[src/rtl/spi_eng_pkg.sv]
package spi_eng_pkg;

    typedef enum logic [1:0] {
        ST_IDLE = 2'd0,
        ST_RUN  = 2'd1,
        ST_TAIL = 2'd2
    } eng_state_e;

    // field order follows the mode input bit positions (bit 5 down to bit 0)
    typedef struct packed {
        logic loopback;
        logic three_wire;
        logic lsb_first;
        logic cs_high;
        logic cpol;
        logic cpha;
    } eng_mode_t;

endpackage

[src/rtl/spi_eng_fsm.sv]
module spi_eng_fsm
    import spi_eng_pkg::*;
(
    input  logic       clk,
    input  logic       rst_n,
    input  logic       req_valid,
    input  logic       tick,
    input  logic       last_edge,
    output eng_state_e state,
    output logic       accept,
    output logic       done
);

    eng_state_e state_q;
    eng_state_e state_d;

    always_comb begin
        state_d = state_q;
        unique case (state_q)
            ST_IDLE: if (req_valid)         state_d = ST_RUN;
            ST_RUN:  if (tick && last_edge) state_d = ST_TAIL;
            ST_TAIL: if (tick)              state_d = ST_IDLE;
            default:                        state_d = ST_IDLE;
        endcase
    end

    always_ff @(posedge clk or negedge rst_n) begin
        if (!rst_n) state_q <= ST_IDLE;
        else        state_q <= state_d;
    end

    always_comb begin
        state  = state_q;
        accept = (state_q == ST_IDLE) && req_valid;
        done   = (state_q == ST_TAIL) && tick;
    end

endmodule

[src/rtl/spi_eng_sckgen.sv]
module spi_eng_sckgen #(
    parameter int DIV_W  = 16,
    parameter int BITS_W = 6,
    parameter int CNT_W  = BITS_W + 1
) (
    input  logic              clk,
    input  logic              rst_n,
    input  logic              start,
    input  logic              active,
    input  logic              shifting,
    input  logic              cpol_in,
    input  logic [DIV_W-1:0]  div_q,
    input  logic [BITS_W-1:0] nbits_q,
    output logic              tick,
    output logic              toggle,
    output logic [CNT_W-1:0]  edge_num,
    output logic              last_edge,
    output logic              sck
);

    logic [DIV_W-1:0] timer_q;
    logic [CNT_W-1:0] edge_cnt_q;
    logic             sck_q;

    assign tick      = active && (timer_q == div_q);
    assign toggle    = tick && shifting;
    assign edge_num  = edge_cnt_q + CNT_W'(1);
    assign last_edge = (edge_num == {nbits_q, 1'b0});
    assign sck       = sck_q;

    always_ff @(posedge clk or negedge rst_n) begin
        if (!rst_n) begin
            timer_q    <= '0;
            edge_cnt_q <= '0;
            sck_q      <= 1'b0;
        end else if (start) begin
            timer_q    <= '0;
            edge_cnt_q <= '0;
            sck_q      <= cpol_in;
        end else if (active) begin
            timer_q <= tick ? '0 : timer_q + DIV_W'(1);
            if (toggle) begin
                edge_cnt_q <= edge_num;
                sck_q      <= ~sck_q;
            end
        end
    end

endmodule

[src/rtl/spi_eng_shift.sv]
module spi_eng_shift #(
    parameter int DATA_W = 32,
    parameter int BITS_W = 6,
    parameter int CNT_W  = BITS_W + 1
) (
    input  logic              clk,
    input  logic              rst_n,
    input  logic              start,
    input  logic [DATA_W-1:0] tx_in,
    input  logic              txp_in,
    input  logic [BITS_W-1:0] nbits_q,
    input  logic              lsb_q,
    input  logic              cpha_q,
    input  logic              loop_q,
    input  logic              miso,
    input  logic              toggle,
    input  logic [CNT_W-1:0]  edge_num,
    output logic              mosi,
    output logic [DATA_W-1:0] rx_word
);

    localparam int IDX_W = $clog2(DATA_W);

    logic [DATA_W-1:0] tx_q;
    logic [DATA_W-1:0] rx_q;
    logic [BITS_W-1:0] out_idx_q;
    logic [BITS_W-1:0] in_cnt_q;
    logic [IDX_W-1:0]  tx_pos;
    logic [IDX_W-1:0]  rx_pos;
    logic              advance;
    logic              sample;
    logic              in_bit;

    assign tx_pos  = lsb_q ? IDX_W'(out_idx_q)
                           : IDX_W'(nbits_q - BITS_W'(1) - out_idx_q);
    assign rx_pos  = IDX_W'(in_cnt_q);
    assign mosi    = tx_q[tx_pos];
    assign advance = toggle && (edge_num >= CNT_W'(2))
                     && (edge_num < {nbits_q, 1'b0})
                     && (edge_num[0] == cpha_q);
    assign sample  = toggle && (edge_num[0] != cpha_q);
    assign in_bit  = loop_q ? mosi : miso;
    assign rx_word = rx_q;

    always_ff @(posedge clk or negedge rst_n) begin
        if (!rst_n) begin
            tx_q      <= '0;
            out_idx_q <= '0;
        end else if (start) begin
            tx_q      <= txp_in ? tx_in : '0;
            out_idx_q <= '0;
        end else if (advance) begin
            out_idx_q <= out_idx_q + BITS_W'(1);
        end
    end

    always_ff @(posedge clk or negedge rst_n) begin
        if (!rst_n) begin
            rx_q     <= '0;
            in_cnt_q <= '0;
        end else if (start) begin
            rx_q     <= '0;
            in_cnt_q <= '0;
        end else if (sample) begin
            in_cnt_q <= in_cnt_q + BITS_W'(1);
            if (lsb_q) rx_q[rx_pos] <= in_bit;
            else       rx_q         <= {rx_q[DATA_W-2:0], in_bit};
        end
    end

endmodule

[src/rtl/spi_word_engine.sv]
module spi_word_engine
    import spi_eng_pkg::*;
#(
    parameter int DATA_W   = 32,
    parameter int DIV_W    = 16,
    parameter int MIN_BITS = 4,
    localparam int BITS_W  = $clog2(DATA_W + 1)
) (
    input  logic              clk,
    input  logic              rst_n,
    input  logic              req_valid,
    output logic              req_ready,
    input  logic [DATA_W-1:0] tx_word,
    input  logic              tx_present,
    input  logic [BITS_W-1:0] word_bits,
    input  logic [5:0]        mode,
    input  logic [DIV_W-1:0]  clk_div,
    output logic              done,
    output logic [DATA_W-1:0] rx_word,
    output logic              sck,
    output logic              mosi,
    output logic              mosi_oe,
    input  logic              miso,
    output logic              cs
);

    localparam int CNT_W = BITS_W + 1;

    eng_mode_t         mode_in;
    eng_state_e        state;
    logic              accept;
    logic              busy;
    logic              tick;
    logic              toggle;
    logic              last_edge;
    logic [CNT_W-1:0]  edge_num;
    logic [BITS_W-1:0] nbits_in;

    logic [BITS_W-1:0] nbits_q;
    logic [DIV_W-1:0]  div_q;
    logic              cpha_q;
    logic              lsb_q;
    logic              loop_q;
    logic              tw_q;
    logic              txp_q;

    assign mode_in  = eng_mode_t'(mode);
    assign nbits_in = (word_bits < BITS_W'(MIN_BITS)) ? BITS_W'(MIN_BITS) :
                      (word_bits > BITS_W'(DATA_W))   ? BITS_W'(DATA_W)   :
                      word_bits;

    // settings captured at selection time
    always_ff @(posedge clk or negedge rst_n) begin
        if (!rst_n) begin
            nbits_q <= BITS_W'(MIN_BITS);
            div_q   <= '0;
            cpha_q  <= 1'b0;
            lsb_q   <= 1'b0;
            loop_q  <= 1'b0;
            tw_q    <= 1'b0;
            txp_q   <= 1'b0;
        end else if (accept) begin
            nbits_q <= nbits_in;
            div_q   <= clk_div;
            cpha_q  <= mode_in.cpha;
            lsb_q   <= mode_in.lsb_first;
            loop_q  <= mode_in.loopback;
            tw_q    <= mode_in.three_wire;
            txp_q   <= tx_present;
        end
    end

    spi_eng_fsm u_fsm (
        .clk       (clk),
        .rst_n     (rst_n),
        .req_valid (req_valid),
        .tick      (tick),
        .last_edge (last_edge),
        .state     (state),
        .accept    (accept),
        .done      (done)
    );

    assign busy = (state != ST_IDLE);

    spi_eng_sckgen #(
        .DIV_W  (DIV_W),
        .BITS_W (BITS_W),
        .CNT_W  (CNT_W)
    ) u_sckgen (
        .clk       (clk),
        .rst_n     (rst_n),
        .start     (accept),
        .active    (busy),
        .shifting  (state == ST_RUN),
        .cpol_in   (mode_in.cpol),
        .div_q     (div_q),
        .nbits_q   (nbits_q),
        .tick      (tick),
        .toggle    (toggle),
        .edge_num  (edge_num),
        .last_edge (last_edge),
        .sck       (sck)
    );

    spi_eng_shift #(
        .DATA_W (DATA_W),
        .BITS_W (BITS_W),
        .CNT_W  (CNT_W)
    ) u_shift (
        .clk      (clk),
        .rst_n    (rst_n),
        .start    (accept),
        .tx_in    (tx_word),
        .txp_in   (tx_present),
        .nbits_q  (nbits_q),
        .lsb_q    (lsb_q),
        .cpha_q   (cpha_q),
        .loop_q   (loop_q),
        .miso     (miso),
        .toggle   (toggle),
        .edge_num (edge_num),
        .mosi     (mosi),
        .rx_word  (rx_word)
    );

    assign req_ready = !busy;
    assign cs        = mode_in.cs_high ? busy : !busy;
    assign mosi_oe   = !(busy && tw_q && !txp_q);

endmodule

[config.mk]
export PLATFORM = sky130hd
export DESIGN_NAME = spi_word_engine
export DESIGN_NICKNAME = d
export VERILOG_FILES = /design/src/rtl/spi_eng_pkg.sv /design/src/rtl/spi_eng_fsm.sv /design/src/rtl/spi_eng_sckgen.sv /design/src/rtl/spi_eng_shift.sv /design/src/rtl/spi_word_engine.sv
export SDC_FILE = /design/constraint.sdc
export NUM_CORES = 1
export LEC_CHECK = 0
export ABC_CLOCK_PERIOD_IN_PS = 8200
export CAP_MARGIN = 40
export CORE_MARGIN = 5
export CORE_UTILIZATION = 30
export DETAILED_ROUTE_END_ITERATION = 6
export PLACE_DENSITY = 0.58
export SYNTH_ARGS = -nofsm -noshare
export SYNTH_HDL_FRONTEND = slang
export SYNTH_HIERARCHICAL = 1
export SYNTH_SLANG_ARGS = --single-unit
[constraint.sdc]
create_clock -name clk -period 8.2 [get_ports clk]
set_input_delay 1.23 -clock clk [delete_from_list [all_inputs] [get_ports clk]]
set_output_delay 1.23 -clock clk [all_outputs]
set_load 0.02 [all_outputs]
==> results of run 1 <==
==> sequential cells by signal, summed over array words and instances (netlist names) <==
signal               cells
u_sckgen/sck             1
nbits_q                  6
u_shift/in_cnt_q         5
lsb_q                    1
cpha_q                   1
u_sckgen/edge_cnt_q      7
u_shift/tx_q            32
u_sckgen/timer_q        16
div_q                   16
tw_q                     1
loop_q                   1
u_shift/rx_word         32
u_fsm/state              2
txp_q                    1
u_shift/out_idx_q        5
==> logic make-up after synthesis <==
logic type | after synthesis
and+or+nand+nor | 222
AOI/OAI and AO/OA | 195
DFF | 127
buffers and inverters | 106
muxes | 45
xor gates and xnor gates | 44
adders and majority gates | 17
==> power by group <==
| group | internal, mW | switching [mW] | leakage [nW] |
|---|---|---|---|
| Clock | 0.453 | 0.302 | 0.272 |
| Combinational | 0.180 | 0.206 | 1.92 |
| Sequential | 0.688 | 0.0706 | 1.63 |
| Total | 1.32 | 0.578 | 3.82 |
==> layout make-up <==
class                      count  area, sq um
fill                        2353        14400
clock buffer                  18          429
tap                          319          399
sequential                   127         3180
timing repair buffer         112         1140
inverter                      66          248
multi-input combinational    523         3540
clock inverter                14          158
==> how the worst min path moves through the flow <==
stage	startpoint	end	cells after the start
6_report	tw_q	tw_q	1
3_5_place_dp	tw_q	tw_q	1
3_3_place_gp	tw_q	tw_q	1
5_1_grt	txp_q	txp_q	1
4_1_cts	tw_q	tw_q	1
2_1_floorplan	u_fsm/state[1]	u_fsm/state[0]	1
==> routing by layer <==
| layer | vias up | part of all wire |
|---|---|---|
| met4 | 0 | 0.019 |
| met5 | - | 0 |
| met3 | 24 | 0.050 |
| met1 | 2804 | 0.46 |
| li1 | 2835 | - |
| met2 | 139 | 0.48 |
==> cells in the final DEF, fill, tap and decap left out, types with 18 or more instances in the layout <==
cell / n
o211ai_1: 33
nand2_1: 79
mux2_2: 23
o21ai_0: 70
mux2i_1: 18
a21oi_1: 49
dfrtp_1: 126
nor2_1: 27
inv_1: 65
xnor2_1: 29
clkdlybuf4s50_1: 101
==> per-stage QoR <==
step / std cells / worst slack, ps / hold slack, ps / total power [mW]
2_1_floorplan: 756 / 4840 / 470 / 1.02
3_3_place_gp: 1143 / 3960 / 492 / 1.15
3_5_place_dp: 1147 / 3900 / 498 / 1.16
4_1_cts: 1179 / 3430 / 511 / 1.93
5_1_grt: 1179 / 3230 / 516 / 2.00
6_report: 1179 / 3480 / 508 / 1.90
==> results.py, run 1 <==
metrics = {
    "global_route": {
        "met3_usage": 0.0304,
        "grt_start_max_net_pins": 84,
        "grt_overflow": 0,
        "grt_use_total": 0.139,
        "use_met2": 0.227,
        "grt_pass1_vias": 5847,
        "antenna_found_initial": 0,
        "grt_use_met1": 0.182,
        "grt_pass1_wl_mm": 30.0,
        "busiest_layer": "met2",
    },
    "die": {
        "die_y_um": 164,
        "die_w_um": 164,
        "die_area_sq_um": 27100,
        "initial_core_util": 0.305,
        "num_rows": 56,
        "ioPinCount": 103,
        "coreArea_sq_um": 23500,
    },
    "logic_synthesis": {
        "synth_edf_count": 0,
        "synth_top_family_by_area": "compound AO/OA/AOI/OAI gates",
        "synth_seq_cells": 127,
        "muxShareOfSynthArea": 0.0708,
        "yosysMostFrequentCell": "dfrtp_1",
        "yosysUniqueCellTypes": 64,
        "synthesis.nets": 838,
        "synth_compound_area_frac": 0.175,
        "syn_area_sq_um": 7160,
        "yosysTopAreaCellShare": 0.440,
        "ys_warn_count": 6,
        "synth_common_cells": "126 x dfrtp_1, 79 x nand2_1, 70 x o21ai_0, 65 x inv_1, 49 x a21oi_1",
        "ys_dominant_reg_cell": "dfrtp_1",
        "syn_avg_cell_area_sq_um": 9.47,
        "seq_area_frac_synth": 0.444,
        "synth-simple-area-share": 0.162,
        "yosys-top-cells-area": "dfrtp_1 44%, o21ai_0 4.9%, nand2_1 4.1%, mux2_2 3.6%, xnor2_1 3.5%",
        "synthAdderAreaFrac": 0.0308,
        "netlist_instances": 756,
        "async_reset_ff_frac": 1.00,
        "yosys.area_share.xor_xnor": 0.0538,
        "yosys.area.top_type": "dfrtp_1",
    },
    "critical_path": {
        "end_kind": "output port",
        "cp-start-kind": "register",
        "timing.rr.start": "u_sckgen/edge_cnt_q[0]",
        "crit_path_cell_trace": "inv_1 > ha_1 > fa_1 > xor2_1 > o21ai_0 > a22oi_1 > nand4_1 > nand4_4 > clkdlybuf4s50_1",
        "crit_family": "buffers and inverters",
        "worstSetupPathDepth": 9,
        "worst_ep_arrival_time_ps": 3490,
        "path_class": "reg2out",
        "regToRegSetupSlack_ps": 4950,
        "worstPathMaxFanout": 6,
        "slowest_stage": "clkdlybuf4s50_1",
        "crit_start": "u_shift/out_idx_q[0]",
        "critical_path.endpoint": "mosi",
        "worst-path-buf-inv": 2,
        "reg2regPathDepth": 9,
        "r2r-end": "u_shift/out_idx_q[0]",
        "worst_path_largest_cell_delay_ps": 630,
        "critPathRequiredTime_ps": 6970,
    },
    "layout": {
        "fin_nets": 929,
        "fin_util": 0.387,
        "design_area_sq_um": 9090,
        "antennaDiodeCount": 0,
        "drive_gt1_frac": 0.114,
        "syn2layout_area_growth_pct": 26.9,
    },
    "pwr": {
        "ir_worst_vdd_mv": 0.114,
        "power_leakage_nw": 3.82,
        "powerDensity_nw_per_um2": 209,
    },
    "routing": {
        "ant_nets": 0,
        "vias": 5802,
        "drt-initial-drc-count": 310,
        "routed_via_density": 4.92,
        "drc": 0,
        "wl_mm": 18.4,
        "drt_pre_antenna_iters": 5,
        "wl_per_cell_um": 15.6,
    },
    "timing": {
        "relSlewSlack": 0.431,
        "final-max-slew-violation-count": 0,
        "timing_worst_slew_pin_value_ps": 854,
        "finalWorstPathRequiredPeriod_ps": 4720,
        "rsz0062_at_grt": "no",
        "tns_ps": 0,
        "fin_worst_skew_ps": 12.8,
        "hold_viol_final": 0,
        "fmax_ghz": 0.212,
        "final-setup-viol-count": 0,
        "fin_crit_sh": 0.576,
    },
    "placed_design": {
        "io_buffers": 102,
        "dpl_cell_area_sq_um": 8500,
        "hpwl_mm": 13.0,
        "place.gp.congestion": 0.808,
    },
    "clocking": {
        "cts_resized": 0,
        "clkTransAtPathRegs_ps": 60,
        "post_cts_buffers": 0,
        "ctsHoldBuffers": 0,
        "insertion_delay_ps": 420,
        "htreeDepth": 4,
        "root_buffer": "clkbuf_16",
        "cts_sinks": 127,
        "cts_buffers": 17,
        "cts_tree": "done",
        "clock_path_buffers": 2,
    },
    "flow_run": {
        "cap_violations": 0,
    },
    "min_path": {
        "hp-class": "reg2reg",
    },
    "outcome": {
        "status": "complete, no violations",
    },
}
(Power assumes the default switching activity.)
==> inputs of run 2 (changes only) <==
--- a/config.mk
+++ b/config.mk
@@ -5,12 +5,12 @@
 export SDC_FILE = /design/constraint.sdc
 export NUM_CORES = 1
 export LEC_CHECK = 0
-export ABC_CLOCK_PERIOD_IN_PS = 8200
+export ABC_CLOCK_PERIOD_IN_PS = 3970
 export CAP_MARGIN = 40
 export CORE_MARGIN = 5
 export CORE_UTILIZATION = 30
 export DETAILED_ROUTE_END_ITERATION = 6
-export PLACE_DENSITY = 0.58
+export PLACE_DENSITY = 0.6
 export SYNTH_ARGS = -nofsm -noshare
 export SYNTH_HDL_FRONTEND = slang
 export SYNTH_HIERARCHICAL = 1
==> constraint.sdc (replaced) <==
create_clock -name clk -period 3.97 [get_ports clk]
set_input_delay 0.5955 -clock clk [delete_from_list [all_inputs] [get_ports clk]]
set_output_delay 0.5955 -clock clk [all_outputs]
set_load 0.02 [all_outputs]
==> run 2 against run 1 <==
- cell count is 0.51% higher
- clock skew is 3.6 ps lower
- largest power group is now the clock network
- power is 120% higher
- largest cell class unchanged
- combinational power is 110% higher
- sequential share of layout area is 0.59 points lower
==> results.py, run 2 (synthesis gave the netlist of run 1 again) <==
metrics = {
    "outcome": {
        "status": "complete, no violations",
    },
    "die": {
        "die_area_sq_um": 27100,
        "die_y_um": 164,
        "initial_core_util": 0.305,
        "die_w_um": 164,
        "coreArea_sq_um": 23500,
        "ioPinCount": 103,
        "num_rows": 56,
    },
    "layout": {
        "final_cells": 1185,
        "syn2layout_area_growth_pct": 29.1,
        "drive_gt1_frac": 0.120,
        "final_common_cell": "dfrtp_1",
        "fin_nets": 935,
        "num-fill-cells": 2344,
        "most-common-layout-cells": "126 x dfrtp_1, 100 x clkdlybuf4s50_1, 79 x nand2_1",
    },
    "critical_path": {
        "cp_common_cell": "nor2_1",
        "reg2regPathDepth": 9,
        "crit_path_cell_trace": "or2_2 > o21ai_1 > or4_1 > nor2_1 > inv_1 > nor2_1 > clkdlybuf4s50_1",
        "worstSetupPathDepth": 7,
        "crit_family": "simple AND/OR/NAND/NOR gates",
        "worstPathMaxFanout": 11,
        "path_class": "reg2out",
        "end_kind": "output port",
        "critPathRequiredTime_ps": 3370,
        "slowest_stage": "or4_1",
        "worst_ep_arrival_time_ps": 3170,
        "cp-start-kind": "register",
        "worst-path-buf-inv": 2,
        "worst_path_largest_cell_delay_ps": 730,
    },
    "timing": {
        "rsz0062_at_grt": "no",
        "hold_viol_final": 0,
        "fin_crit_sh": 0.949,
        "final-max-slew-violation-count": 0,
        "relSlewSlack": 0.550,
        "whs_ps": 161,
        "timing_worst_slew_pin_value_ps": 666,
        "tns_ps": 0,
        "fin_worst_skew_ps": 9.23,
        "fmax_ghz": 0.265,
        "finalWorstPathRequiredPeriod_ps": 3770,
        "final-setup-viol-count": 0,
    },
    "placed_design": {
        "hpwl_mm": 13.1,
        "place.gp.congestion": 0.865,
        "dp.cells": 1153,
        "io_buffers": 102,
    },
    "clocking": {
        "ctsHoldBuffers": 0,
        "insertion_delay_ps": 410,
        "root_buffer": "clkbuf_16",
        "post_cts_buffers": 0,
        "cts_resized": 3,
        "cts_sinks": 127,
        "clock_path_buffers": 2,
        "cts_buffers": 17,
        "cts_tree": "done",
        "clkTransAtPathRegs_ps": 60,
        "htreeDepth": 4,
    },
    "global_route": {
        "grt_pass1_vias": 5873,
        "grt_start_max_net_pins": 55,
        "grt_pass1_wl_mm": 30.4,
        "grt_use_total": 0.140,
        "antenna_found_initial": 1,
        "grt_overflow": 0,
    },
    "flow_run": {
        "cap_violations": 0,
    },
    "routing": {
        "ant_nets": 0,
        "drc": 0,
        "drt-initial-drc-count": 403,
        "wl_mm": 18.3,
        "wl_per_cell_um": 15.4,
        "vias": 5825,
        "routed_via_density": 4.92,
        "drt_pre_antenna_iters": 4,
    },
    "pwr": {
        "ir_worst_vdd_mv": 0.205,
        "powerDensity_nw_per_um2": 456,
        "power_leakage_nw": 3.92,
    },
    "min_path": {
        "hp-class": "in2async",
    },
}
## run 2: cell count changes in the layout (fill, tap and decap cells not counted), moves of 2 or more
cell,before,now
clkinv_4,1,4
buf_8,3,1
inv_6,4,1
o21ai_1,1,3
buf_4,7,14
bufinv_16,2,7
o21ai_0,70,68
clkinvlp_4,5,0
## run 2: cell type report
cell class	count	area, sq um	share of cell area
Antenna cell	1	2.50	0.000271
Clock buffer	18	439	0.0475
Clock inverter	13	259	0.0280
Inverter	66	248	0.0268
Multi-Input combinational cell	523	3540	0.383
Sequential cell	127	3180	0.344
Tap cell	319	399	0.0432
Timing Repair Buffer	118	1180	0.127
## run 2: worst register-to-register path: stages, from the launching register on
cell and delay (ps):
dfrtp_1 410, ha_1 260, and3_1 250, and3_1 250, xor2_1 270, or4_1 160, nor3_1 40, nor4b_1 580
a21boi_0 460, mux2_2 380
## run 2: path summary, 6_finish.rpt
kind                                        startpoint              endpoint  slack, ps
worst max-delay path                    u_fsm/state[0]                  done        200
worst min-delay path                             rst_n        u_fsm/state[1]        160
worst max register to register  u_sckgen/edge_cnt_q[0]  u_shift/out_idx_q[0]        790
worst min register to register                   txp_q                 txp_q        510
max in group asynchronous                        rst_n            nbits_q[2]       2860
min in group clk                                 txp_q                 txp_q        510
## run 2: metal layers
metal / global-route usage / part of all wire / vias to the layer above / wire length [um]
li1: - / - / 2854 / -
met1: 0.191 / 0.47 / 2810 / 8500
met2: 0.221 / 0.46 / 141 / 8440
met3: 0.0312 / 0.060 / 20 / 1090
met4: 0.0465 / 0.014 / 0 / 254
met5: 0 / 0 / - / 0
## run 2: stage by stage
stage	power, mW	worst slack (ps)	area [sq um]	utilization
final	4.21	202	9240	0.394
after global routing	4.42	56.8	9240	0.394
after CTS	4.25	198	9240	0.394
after detailed placement	2.38	330	8540	0.364
after global placement	2.36	469	8500	0.362
after floorplan	2.10	1180	7160	-
## run 2: power breakdown
| group | switching [mW] | internal [mW] | leakage, nW |
|---|---|---|---|
| logic | 0.421 | 0.371 | 1.94 |
| clock network | 0.599 | 1.26 | 0.341 |
| registers | 0.140 | 1.42 | 1.63 |
==> inputs of run 3 (changes only) <==
--- a/config.mk
+++ b/config.mk
@@ -7,10 +7,11 @@
 export LEC_CHECK = 0
 export ABC_CLOCK_PERIOD_IN_PS = 3970
 export CAP_MARGIN = 40
-export CORE_MARGIN = 5
+export CORE_MARGIN = 4
 export CORE_UTILIZATION = 30
 export DETAILED_ROUTE_END_ITERATION = 6
 export PLACE_DENSITY = 0.6
+export SLEW_MARGIN = 15
 export SYNTH_ARGS = -nofsm -noshare
 export SYNTH_HDL_FRONTEND = slang
 export SYNTH_HIERARCHICAL = 1
==> run 3 against run 2 <==
- critical path depth rose by 2
- via count is 0.84% higher
- die area decreased by 2.4%
- non-clock buffer count down 2
- setup slack better by 52 ps
- combinational power about the same
- maximum frequency rose by 1.4%
- count of clock-buffer cells in the layout grew 1
==> results.py, run 3 (synthesis gave the netlist of run 1 again) <==
metrics = {
    "layout": {
        "final_common_cell": "dfrtp_1",
        "syn2layout_area_growth_pct": 27.0,
        "fin_nets": 933,
        "num-fill-cells": 2374,
        "antennaDiodeCount": 0,
        "drive_gt1_frac": 0.118,
        "final_cells": 1183,
        "most-common-layout-cells": "126 x dfrtp_1, 100 x clkdlybuf4s50_1, 79 x nand2_1",
    },
    "global_route": {
        "antenna_found_initial": 0,
        "grt_use_total": 0.141,
        "grt_pass1_vias": 5859,
        "grt_start_max_net_pins": 79,
        "grt_pass1_wl_mm": 30.2,
        "grt_overflow": 0,
    },
    "pwr": {
        "power_leakage_nw": 3.84,
        "total_power_mw": 3.90,
        "clock_power_share": 0.396,
        "swShare": 0.299,
        "p_int_mw": 2.73,
        "pwr-share-comb": 0.203,
        "power_frac_seq": 0.401,
        "powerDensity_nw_per_um2": 429,
        "ir_worst_vdd_mv": 0.225,
        "switchingPower_mw": 1.17,
    },
    "die": {
        "coreArea_sq_um": 23500,
        "die_w_um": 162,
        "num_rows": 56,
        "die_area_sq_um": 26400,
        "ioPinCount": 103,
        "die_y_um": 162,
        "initial_core_util": 0.305,
    },
    "timing": {
        "hold_viol_final": 0,
        "rsz0062_at_grt": "no",
        "setup_slack_ps": 254,
        "timing_worst_slew_pin_value_ps": 713,
        "relSlewSlack": 0.522,
        "tns_ps": 0,
        "final-max-slew-violation-count": 0,
        "finalWorstPathRequiredPeriod_ps": 3720,
        "fin_worst_skew_ps": 10.2,
        "whs_ps": 224,
        "fin_crit_sh": 0.936,
        "final-setup-viol-count": 0,
        "fmax_ghz": 0.269,
    },
    "routing": {
        "drt_pre_antenna_iters": 5,
        "wl_per_cell_um": 15.4,
        "drt-initial-drc-count": 375,
        "routed_via_density": 4.97,
        "wl_mm": 18.2,
        "ant_nets": 0,
        "vias": 5874,
        "drc": 0,
    },
    "critical_path": {
        "path_class": "reg2out",
        "crit_start": "u_shift/out_idx_q[0]",
        "worstPathMaxFanout": 6,
        "timing.rr.start": "u_sckgen/edge_cnt_q[0]",
        "worst_ep_arrival_time_ps": 3120,
        "critPathRequiredTime_ps": 3370,
        "regToRegSetupSlack_ps": 810,
        "cp-start-kind": "register",
        "end_kind": "output port",
    },
    "placed_design": {
        "hpwl_mm": 12.9,
        "place.gp.congestion": 0.831,
        "io_buffers": 102,
        "dp_slack_ps": 354,
        "dp.cells": 1151,
    },
    "clocking": {
        "root_buffer": "clkbuf_16",
        "cts_sinks": 127,
        "cts_buffers": 17,
        "htreeDepth": 4,
        "clock_path_buffers": 2,
        "cts_tree": "done",
        "insertion_delay_ps": 420,
        "clkTransAtPathRegs_ps": 60,
        "post_cts_buffers": 0,
    },
    "outcome": {
        "status": "complete, no violations",
    },
    "min_path": {
        "hp-class": "in2async",
    },
    "flow_run": {
        "cap_violations": 0,
    },
}
run 3: path summary, 6_finish.rpt:
path | endpoint | cells after the start
setup / recovery | mosi | 9
hold / removal | u_shift/rx_word[27] | 1
setup reg to reg | u_shift/out_idx_q[0] | 9
hold reg to reg | tw_q | 1
max in group asynchronous | nbits_q[2] | 2
min in group clk | tw_q | 1
run 3: layer usage:
layer	GRT usage	wire (um)	share of wire
met1	0.194	8600	0.47
met2	0.224	8520	0.47
met3	0.0342	911	0.050
met4	0.0377	176	0.0097
met5	0	0	0
run 3: stage by stage:
step	utilization	area [sq um]
final	0.388	9100
after global routing	0.388	9100
after CTS	0.388	9100
after detailed placement	0.363	8520
after global placement	0.362	8510
after floorplan	-	7160
run 3: timing repair:
| action | in CTS | in global routing |
|---|---|---|
| resized for setup | 3 | 0 |
| endpoints found under the setup margin | 1 | 0 |
| hold buffers | 0 | 0 |
run 3: cell type report:
type                            count  area (sq um)  area share
Clock buffer                       19           443      0.0487
Clock inverter                     13           139      0.0153
Inverter                           66           248      0.0272
Multi-Input combinational cell    523          3540       0.389
Sequential cell                   127          3180       0.349
Tap cell                          319           399      0.0439
Timing Repair Buffer              116          1150       0.127
run 3: worst max-delay path, cell delays in order (launching register included):
cell	delay [ps]
dfrtp_1	450
inv_1	90
ha_1	210
fa_1	470
xor2_1	200
a32o_1	280
a22oi_1	190
nand4_1	190
nand4_4	240
dlygate4sd2_1	370
run 3: power by group through the flow:
stage	logic [mW]	registers [mW]	clock network [mW]
after floorplan	0.565	1.54	0
after global placement	0.779	1.59	0
after CTS	0.797	1.56	1.59
final	0.792	1.56	1.54
after global routing	0.881	1.58	1.64
after detailed placement	0.796	1.58	0
